<file path="config.mk">
export PLATFORM = sky130hd
export DESIGN_NAME = lms_neuron_trainer
export DESIGN_NICKNAME = d
export VERILOG_FILES = /design/src/rtl/lms_neuron_pkg.sv /design/src/rtl/lms_neuron_dp.sv /design/src/rtl/lms_neuron_ctrl.sv /design/src/rtl/lms_neuron_trainer.sv
export SDC_FILE = /design/constraint.sdc
export NUM_CORES = 1
export LEC_CHECK = 0
export BUFFER_PORTS_ARGS = -buffer_cell sky130_fd_sc_hd__buf_2
export CAP_MARGIN = 10
export CORE_MARGIN = 2
export CORE_UTILIZATION = 55
export CTS_BUF_LIST = sky130_fd_sc_hd__clkbuf_4
export DETAILED_ROUTE_END_ITERATION = 10
export PLACE_DENSITY = 0.74
export SLEW_MARGIN = 20
export SYNTH_ARGS = -nofsm -noshare
export SYNTH_HDL_FRONTEND = slang
export SYNTH_SLANG_ARGS = --single-unit
</file>
<file path="constraint.sdc">
create_clock -name clk -period 15.69 [get_ports clk]
set_input_delay 2.3535 -clock clk [delete_from_list [all_inputs] [get_ports clk]]
set_output_delay 2.3535 -clock clk [all_outputs]
set_load 0.1 [all_outputs]
</file>
<file path="src/rtl/lms_neuron_pkg.sv">
package lms_neuron_pkg;

  typedef enum logic [2:0] {
    ST_IDLE,
    ST_MAC,
    ST_ERR,
    ST_UPD,
    ST_CHECK
  } trainState_t;

  // Strobes from the sequencer to the arithmetic
  typedef struct packed {
    logic       loadInit;
    logic       latchSum;
    logic       latchErr;
    logic       applyUpd;
    logic [1:0] patIdx;
    logic       funcOr;
  } dpCtrl_t;

  localparam int unsigned PATTERN_COUNT    = 4;
  localparam int unsigned STEPS_PER_PAT    = 3;
  localparam int unsigned CYCLES_PER_EPOCH = PATTERN_COUNT * STEPS_PER_PAT + 1;

endpackage

</file>
<file path="src/rtl/lms_neuron_dp.sv">
module lms_neuron_dp
  import lms_neuron_pkg::*;
#(
  parameter int DATA_W = 16,
  parameter int FRAC_W = 12
) (
  input  logic                     clk,
  input  logic                     rstN,
  input  dpCtrl_t                  ctl,
  input  logic signed [DATA_W-1:0] w0Init,
  input  logic signed [DATA_W-1:0] w1Init,
  input  logic signed [DATA_W-1:0] biasInit,
  input  logic signed [DATA_W-1:0] learnRate,
  input  logic signed [DATA_W-1:0] tolerance,
  output logic signed [DATA_W-1:0] w0,
  output logic signed [DATA_W-1:0] w1,
  output logic signed [DATA_W-1:0] bias,
  output logic                     errOk
);

  localparam int SUM_W  = DATA_W + 2;
  localparam int PROD_W = 2 * DATA_W;
  localparam int ABS_W  = DATA_W + 1;

  localparam logic signed [PROD_W-1:0] SAT_HI = PROD_W'((64'sd1 <<< (DATA_W - 1)) - 64'sd1);
  localparam logic signed [PROD_W-1:0] SAT_LO = ~SAT_HI;
  localparam logic signed [PROD_W-1:0] RND_HALF = PROD_W'(64'sd1 <<< (FRAC_W - 1));
  localparam logic signed [SUM_W-1:0]  ONE_Q = SUM_W'(64'sd1 <<< FRAC_W);
  localparam logic signed [SUM_W-1:0]  ZERO_Q = '0;

  function automatic logic signed [DATA_W-1:0] satNarrow(input logic signed [PROD_W-1:0] v);
    if (v > SAT_HI) begin
      return SAT_HI[DATA_W-1:0];
    end else if (v < SAT_LO) begin
      return SAT_LO[DATA_W-1:0];
    end else begin
      return v[DATA_W-1:0];
    end
  endfunction

  logic signed [DATA_W-1:0] w0Reg, w1Reg, biasReg, sumReg, errReg;
  logic signed [SUM_W-1:0]  sumWide, errWide, targetVal;
  logic signed [PROD_W-1:0] prodFull, prodRnd;
  logic signed [DATA_W-1:0] delta, w0Next, w1Next, biasNext;
  logic signed [ABS_W-1:0]  errExt, errAbs;
  logic                     x0, x1, tgtBit;

  assign x0 = ctl.patIdx[1];
  assign x1 = ctl.patIdx[0];
  assign tgtBit = ctl.funcOr ? (|ctl.patIdx) : (&ctl.patIdx);

  always_comb begin
    sumWide = SUM_W'(biasReg);
    if (x0) sumWide = sumWide + SUM_W'(w0Reg);
    if (x1) sumWide = sumWide + SUM_W'(w1Reg);
    targetVal = tgtBit ? ONE_Q : ZERO_Q;
    errWide   = targetVal - SUM_W'(sumReg);
  end

  always_comb begin
    prodFull = PROD_W'(learnRate) * PROD_W'(errReg);
    prodRnd  = (prodFull + RND_HALF) >>> FRAC_W;
    delta    = satNarrow(prodRnd);
    w0Next   = satNarrow(PROD_W'(w0Reg) + PROD_W'(delta));
    w1Next   = satNarrow(PROD_W'(w1Reg) + PROD_W'(delta));
    biasNext = satNarrow(PROD_W'(biasReg) + PROD_W'(delta));
  end

  always_comb begin
    errExt = ABS_W'(errReg);
    errAbs = (errExt < 0) ? -errExt : errExt;
    errOk  = errAbs < ABS_W'(tolerance);
  end

  always_ff @(posedge clk) begin
    if (!rstN) begin
      w0Reg   <= '0;
      w1Reg   <= '0;
      biasReg <= '0;
      sumReg  <= '0;
      errReg  <= '0;
    end else begin
      if (ctl.loadInit) begin
        w0Reg   <= w0Init;
        w1Reg   <= w1Init;
        biasReg <= biasInit;
      end else if (ctl.applyUpd) begin
        if (x0) w0Reg <= w0Next;
        if (x1) w1Reg <= w1Next;
        biasReg <= biasNext;
      end
      if (ctl.latchSum) sumReg <= satNarrow(PROD_W'(sumWide));
      if (ctl.latchErr) errReg <= satNarrow(PROD_W'(errWide));
    end
  end

  assign w0   = w0Reg;
  assign w1   = w1Reg;
  assign bias = biasReg;

endmodule

</file>
<file path="src/rtl/lms_neuron_ctrl.sv">
module lms_neuron_ctrl
  import lms_neuron_pkg::*;
#(
  parameter int EPOCH_W = 12,
  parameter int CYC_W   = EPOCH_W + 4
) (
  input  logic               clk,
  input  logic               rstN,
  input  logic               start,
  input  logic               loadW,
  input  logic               funcSel,
  input  logic [EPOCH_W-1:0] maxEpochs,
  input  logic               errOk,
  output dpCtrl_t            ctl,
  output logic               done,
  output logic               converged,
  output logic               timeout,
  output logic [EPOCH_W-1:0] epochCount,
  output logic [CYC_W-1:0]   cycleCount
);

  trainState_t        state;
  logic [1:0]         patIdx;
  logic               funcOrReg, allOk;
  logic               doneReg, convReg, toReg;
  logic [EPOCH_W-1:0] epochReg, epochNext, limitEff;
  logic [CYC_W-1:0]   cycReg;
  logic               isIdle, limitHit, epochOk;

  assign isIdle    = (state == ST_IDLE);
  assign epochNext = epochReg + 1'b1;
  assign limitEff  = (maxEpochs == '0) ? EPOCH_W'(1) : maxEpochs;
  assign limitHit  = (epochNext >= limitEff);
  assign epochOk   = allOk;

  always_comb begin
    ctl          = '0;
    ctl.patIdx   = patIdx;
    ctl.funcOr   = funcOrReg;
    ctl.loadInit = isIdle && loadW;
    ctl.latchSum = (state == ST_MAC);
    ctl.latchErr = (state == ST_ERR);
    ctl.applyUpd = (state == ST_UPD);
  end

  always_ff @(posedge clk) begin
    if (!rstN) begin
      state     <= ST_IDLE;
      patIdx    <= '0;
      funcOrReg <= 1'b0;
      allOk     <= 1'b1;
      doneReg   <= 1'b0;
      convReg   <= 1'b0;
      toReg     <= 1'b0;
      epochReg  <= '0;
      cycReg    <= '0;
    end else begin
      if (!isIdle) cycReg <= cycReg + 1'b1;
      unique case (state)
        ST_IDLE: begin
          if (start) begin
            state     <= ST_MAC;
            patIdx    <= '0;
            funcOrReg <= funcSel;
            allOk     <= 1'b1;
            doneReg   <= 1'b0;
            convReg   <= 1'b0;
            toReg     <= 1'b0;
            epochReg  <= '0;
            cycReg    <= '0;
          end
        end
        ST_MAC: state <= ST_ERR;
        ST_ERR: state <= ST_UPD;
        ST_UPD: begin
          allOk  <= allOk && errOk;
          patIdx <= patIdx + 1'b1;
          state  <= (patIdx == 2'd3) ? ST_CHECK : ST_MAC;
        end
        ST_CHECK: begin
          epochReg <= epochNext;
          allOk    <= 1'b1;
          if (epochOk) begin
            state   <= ST_IDLE;
            doneReg <= 1'b1;
            convReg <= 1'b1;
          end else if (limitHit) begin
            state   <= ST_IDLE;
            doneReg <= 1'b1;
            toReg   <= 1'b1;
          end else begin
            state <= ST_MAC;
          end
        end
        default: state <= ST_IDLE;
      endcase
    end
  end

  assign done       = doneReg;
  assign converged  = convReg;
  assign timeout    = toReg;
  assign epochCount = epochReg;
  assign cycleCount = cycReg;

endmodule

</file>
<file path="src/rtl/lms_neuron_trainer.sv">
module lms_neuron_trainer
  import lms_neuron_pkg::*;
#(
  parameter int DATA_W  = 16,
  parameter int FRAC_W  = 12,
  parameter int EPOCH_W = 12,
  parameter int CYC_W   = EPOCH_W + 4
) (
  input  logic                     clk,
  input  logic                     rstN,
  input  logic                     start,
  input  logic                     loadW,
  input  logic                     funcSel,
  input  logic signed [DATA_W-1:0] w0Init,
  input  logic signed [DATA_W-1:0] w1Init,
  input  logic signed [DATA_W-1:0] biasInit,
  input  logic signed [DATA_W-1:0] learnRate,
  input  logic signed [DATA_W-1:0] tolerance,
  input  logic [EPOCH_W-1:0]       maxEpochs,
  output logic                     done,
  output logic                     converged,
  output logic                     timeout,
  output logic signed [DATA_W-1:0] w0Out,
  output logic signed [DATA_W-1:0] w1Out,
  output logic signed [DATA_W-1:0] biasOut,
  output logic [EPOCH_W-1:0]       epochCount,
  output logic [CYC_W-1:0]         cycleCount
);

  dpCtrl_t dpCtl;
  logic    errOk;

  lms_neuron_ctrl #(
    .EPOCH_W(EPOCH_W),
    .CYC_W  (CYC_W)
  ) u_ctrl (
    .clk       (clk),
    .rstN      (rstN),
    .start     (start),
    .loadW     (loadW),
    .funcSel   (funcSel),
    .maxEpochs (maxEpochs),
    .errOk     (errOk),
    .ctl       (dpCtl),
    .done      (done),
    .converged (converged),
    .timeout   (timeout),
    .epochCount(epochCount),
    .cycleCount(cycleCount)
  );

  lms_neuron_dp #(
    .DATA_W(DATA_W),
    .FRAC_W(FRAC_W)
  ) u_dp (
    .clk      (clk),
    .rstN     (rstN),
    .ctl      (dpCtl),
    .w0Init   (w0Init),
    .w1Init   (w1Init),
    .biasInit (biasInit),
    .learnRate(learnRate),
    .tolerance(tolerance),
    .w0       (w0Out),
    .w1       (w1Out),
    .bias     (biasOut),
    .errOk    (errOk)
  );

endmodule

</file>
Word level (Yosys, flattened, before mapping) --
Cells that the tools add are included.
Operators by class: mux-type cells 48, equality and inequality tests 10, multipliers 1, magnitude comparators 15, reduce and logical (&&, ||, !) cells 21, $add $sub $neg 11
Operator list (count):
- $mux 16 | 23
- $gt 32x16->1 const B | 3
- $lt 32x16->1 const B | 3
- $add 16x16->17 | 4
- $gt 18x16->1 const B | 2
- $lt 18x16->1 const B | 2
- $mux 18 | 2
- $add 32x13->32 const B | 1
- $mul 16x16->32 | 1
- $mux 12 | 2
- $pmux 12 s2 | 1
- $gt 20x16->1 const B | 1
- $lt 20x16->1 const B | 1
- $add 18x16->18 | 1
- $lt 17x16->1 | 1
- $mux 17 | 1
- $neg 16->17 | 1
- $sub 14x16->17 | 1
- $add 16x1->16 const B | 1
- $lt 16x1->1 const B | 1
- $pmux 3 s5 | 1
- $reduce_and 2->1 | 7
- $mux 13 | 1
- $add 12x1->12 const B | 1
- 23 further kinds | 43
Storage, ports and cells: bits of input ports 97, word-level logic and storage cells 120, output and inout bits 79, flip-flop bits (word level) 118

Longest topological paths before layout --
word-level depth 12, mapped depth 41, depth with buffers taken out 37

Hierarchy --
A second synthesis with hierarchy kept.
Second synthesis, totals: cells, all modules 2498, area, all modules 20622.3 µm²
Modules (own cells, without submodules):
- lms_neuron_dp | area an instance 18282.5 µm², times used 1, cells an instance 2223, seq. area each 1601.5 µm²
- lms_neuron_ctrl | area an instance 2339.7 µm², times used 1, cells an instance 275, seq. area each 760.7 µm²

Worst setup path before layout --
OpenSTA, ideal clock, no wires.
path type input -> register, from in learnRate[15], to reg u_dp.biasReg[4], in the netlist u_dp.bias[4], arrival time 11012 ps, path buffers 3, slack 4557 ps, setup time 122 ps, stages 36, required time 15568 ps, cell sequence clkbuf_1 nand2_1 fa_1 inv_1 fa_1 fa_1 fa_1 fa_1 inv_1 fa_1 inv_1 ha_1 or2_1 a21oi_1 nor2b_1 o21ai_0 a311o_1 o2111ai_1 a41o_1 inv_2 clkbuf_1 o21ai_1 ha_1 inv_1 fa_1 nor2b_1 o21a_1 o21ai_2 a21oi_2 or4_1 a221o_1 a41o_1 a31o_2 nor3_4 buf_6 a21oi_2
On the way: longest elaborated chain between the ends 11, elaborated cells on any way between the ends 13, those cells by class add/sub: 2; mul: 1; order compare: 4; mux: 6
RTL lines:
- start, declared | line lms_neuron_trainer.sv:17 | input logic signed [DATA_W-1:0] learnRate,
- $mul 16x16->32 * | line lms_neuron_dp.sv:61 | prodFull = PROD_W'(learnRate) * PROD_W'(errReg);
- $add 32x13->32 * | line lms_neuron_dp.sv:62 | prodRnd = (prodFull + RND_HALF) >>> FRAC_W;
- $lt 20x16->1 | line lms_neuron_dp.sv:34 | end else if (v < SAT_LO) begin
- $mux 16 | line lms_neuron_dp.sv:34
- $mux 16 * | line lms_neuron_dp.sv:32 | if (v > SAT_HI) begin
- $add 16x16->17 * | line lms_neuron_dp.sv:66 | biasNext = satNarrow(PROD_W'(biasReg) + PROD_W'(delta));
- $lt 32x16->1 | line lms_neuron_dp.sv:34
- $mux 16 | line lms_neuron_dp.sv:34
- $mux 16 * | line lms_neuron_dp.sv:32
- $mux 16 * | line lms_neuron_dp.sv:87 | end else if (ctl.applyUpd) begin
- $mux 16 * | line lms_neuron_dp.sv:83 | if (ctl.loadInit) begin
- end signal, assigned | line lms_neuron_dp.sv:86 | biasReg <= biasInit;
- end signal, assigned | line lms_neuron_dp.sv:90 | biasReg <= biasNext;
- end, declared | line lms_neuron_dp.sv:41 | logic signed [DATA_W-1:0] w0Reg, w1Reg, biasReg, sumReg, errReg;
Mark *: on every way between the ends. The rest lies on a longest branch, timed or not. The select of a mux whose other input is x is not followed. A chain may end at the register's enable or synchronous reset.

Final worst setup path --
from in learnRate[5], to reg u_dp.biasReg[1], in the netlist u_dp.bias[1]
The elaborated chain is that of the path after synthesis.

==> impl_metrics.tcl <==
set metrics [dict create \
    grt_pass1_wl_mm 91.6 \
    fmax_mhz 83.2 \
    clockBufferDepth 2 \
    htree_levels 4 \
    syn_to_final_growth_pct 7.12 \
    r2r_cells 35 \
    synth_top_area_cell "fa_1" \
    final.setup.tns_ns 0 \
    synth.avg_cell_area_sq_um 8.17 \
    synthFlopType "dfxtp_1" \
    rsz0062_at_grt "no" \
    grt_remaining_overflow 0 \
    first_global_vias 17817 \
    pre_cts_slack_ns 3.16 \
    cts.sinks 118 \
    hold_end "u_ctrl.timeout" \
    drt_iter0_drc 1209 \
    outcome "completed" \
    path_clk_slew_ns 0.15 \
    routed_wl_mm 55.7 \
    cap_violations 0 \
    fin_crit_ns 12.02 \
    yosys-top-cells-area "fa_1, ha_1, dfxtp_1" \
    max_stage_delay_ns 0.67 \
    relSlewSlack 0.313 \
    post_drt_wl_per_cell_um 18.1 \
    root_buffer "clkbuf_4" \
    hold_depth 2 \
    finalMaxSlewViolations 0 \
    cts_tree "built" \
    grt_antenna_before_repair 0 \
    yosys.cell_types.count 89 \
    numPortBuffers 175 \
    ys_warn_count 0 \
    syn_nets 3042 \
    vias 17914 \
    synth_seq_cells 118 \
    dpl.hpwl_mm 44.5 \
    die_x_um 196 \
    n_antenna_cell 0 \
    slowest_stage "o31ai_2" \
    ys_seq_area_frac 0.116 \
    hold_buffers 0 \
    worstMarginPinSlew_ns 1.03 \
    first_pass_iters 5 \
    core_sq_um 36400 \
    ant_nets 0 \
    cp.arrival_ns 12.45 \
    r2r_end "u_dp.bias[1]" \
    syn-cell-area_sq_um 20300 \
    cp-end-kind "flop" \
    crit_top_cell "fa_1" \
    synth_top_area_share 0.263 \
    timing.rr.start "u_dp.errReg[15]" \
    crit_type "input port to flop" \
    skew_ns 0.0310 \
    clock_latency_ns 0.60 \
    fin_crit_sh 0.766 \
    viasPerCell 5.83 \
    die_area_sq_um 38500 \
    finalHoldViolations 0 \
    hold_class "flop to flop" \
    postCtsSetupBuffers 0 \
    cts_resized 0 \
    ios 176 \
    initial_utilization 0.557 \
    async_flop_share 0 \
    setup_viol 0 \
    grt_max_degree 63 \
    synth-edff-count 0 \
    drcViolationCount 0 \
    finalWorstSetupSlack_ns 3.67 \
    min_from "u_ctrl.timeout" \
    syn_inst 2485 \
    rrSetupSlack_ns 4.69 \
    cts_inserted_buffers 17 \
    rows 70 \
    crit_required_ns 16.12 \
    critPathLaunchType "input port" \
    nets 3148 \
    drive_gt1_frac 0.0995 \
    fill_cells 3274 \
    track_usage 0.298 \
    place.gp.congestion 0.971 \
    die_h_um 196 \
    crit_fanout 16 \
]
[cell type report]
cell class	instances	area (sq um)	share of cell area
Timing Repair Buffer	186	958	0.0441
Sequential cell	118	2360	0.109
Multi-Input combinational cell	1875	16100	0.739
Clock inverter	15	163	0.00748
Tap cell	468	586	0.0269
Clock buffer	17	128	0.00587
Inverter	393	1480	0.0678
[through the flow]
stage | instance area (sq um) | cells | utilization | hold slack [ns]
floorplan | 20300 | 2485 | - | 0.450
global placement | 21500 | 3040 | 0.589 | 0.451
detailed placement | 21500 | 3040 | 0.589 | 0.454
CTS | 21700 | 3072 | 0.597 | 0.475
global route | 21700 | 3072 | 0.597 | 0.495
finish | 21700 | 3072 | 0.597 | 0.471
[placed cells by master (no fill, tap or decap), drive strengths merged, types with 11 or more instances in the layout]
master,n
nor3,29
a21o,37
nand2,284
o22ai,11
a21boi,15
nor2,105
dfxtp,118
a22o,15
xnor2,75
nand2b,28
o21ai,139
fa,267
a21oi,144
ha,193
buf,186
nand3,51
inv,401
clkbuf,17
xor2,43
a211oi,29
a22oi,15
o211ai,20
and3,21
o21a,22
or3,18
and2,135
nand4,15
nor2b,23
a31oi,12
[worst max-delay path, delay by kind of cell]
family | cells | cell delay [ns]
multiplexers | 1 | 0.35
adder cells (fa/ha/maj) | 9 | 3.99
AO/OA/AOI/OAI | 13 | 3.49
buffers and inverters | 7 | 0.66
AND/OR/NAND/NOR | 7 | 1.57
[kinds of logic (layout without fill, tap and decap cells)]
logic type / count (synthesis) / count (layout) / synth area share
simple gates: 752 / 752 / 0.182
flops: 118 / 118 / 0.116
compound gates: 530 / 530 / 0.168
fa+ha+maj: 460 / 460 / 0.382
other cells: 1 / 1 / 0.000185
buf+inv: 492 / 611 / 0.0918
xor+xnor: 118 / 118 / 0.0509
mux: 14 / 14 / 0.00752
[synth_stat cells (5+ instances only)]
cell,n
nor2b_1,23
fa_1,267
or4_1,6
a21oi_2,11
inv_1,392
xor2_1,43
a21oi_1,133
dfxtp_1,118
or3_1,17
nor2_1,104
o31ai_1,7
clkbuf_1,85
o211ai_1,20
buf_2,5
xnor2_1,75
or2_1,5
a211oi_1,29
nand3_1,51
nand2b_1,28
a31oi_1,12
and3_1,21
buf_1,7
nand4_1,15
o21ai_1,60
o21a_1,22
o22ai_1,11
a21boi_0,8
o21bai_1,10
nor4_1,7
mux2_2,8
a21o_1,37
o21ai_0,77
o221ai_1,8
nand2_1,284
a22oi_1,15
a21boi_1,7
a22o_1,15
ha_1,193
and2_1,135
nor3b_1,6
nor3_1,27
[registers in the layout, indices dropped and copies added (netlist names)]
signal,cells
u_ctrl.epochCount,12
u_dp.errReg,16
u_ctrl.cycleCount,16
u_ctrl.funcOrReg,1
u_dp.w1,16
u_dp.bias,16
u_ctrl.done,1
u_ctrl.patIdx,2
u_ctrl.converged,1
u_dp.sumReg,16
u_ctrl.timeout,1
u_ctrl.allOk,1
u_ctrl.state,3
u_dp.w0,16
[metal layers]
metal | vias to the layer above | share of wire | track usage
met3 | 118 | 0.072 | 0.0457
met1 | 8698 | 0.44 | 0.414
met2 | 704 | 0.46 | 0.474
li1 | 8394 | - | -
met5 | - | 0 | 0
met4 | 0 | 0.035 | 0.107
[how the worst max path moves through the flow]
| stage | start | to | depth (start not counted) |
|---|---|---|---|
| floorplan | learnRate[15] | u_dp.bias[4] | 36 |
| global placement | learnRate[6] | u_dp.bias[1] | 36 |
| detailed placement | learnRate[6] | u_dp.bias[1] | 36 |
| CTS | learnRate[5] | u_dp.bias[1] | 37 |
| global route | learnRate[6] | u_dp.bias[1] | 36 |
| finish | learnRate[5] | u_dp.bias[1] | 37 |
Power is not shown: default switching activity piles up to over one toggle a cycle in this logic, so the estimate is an artifact.
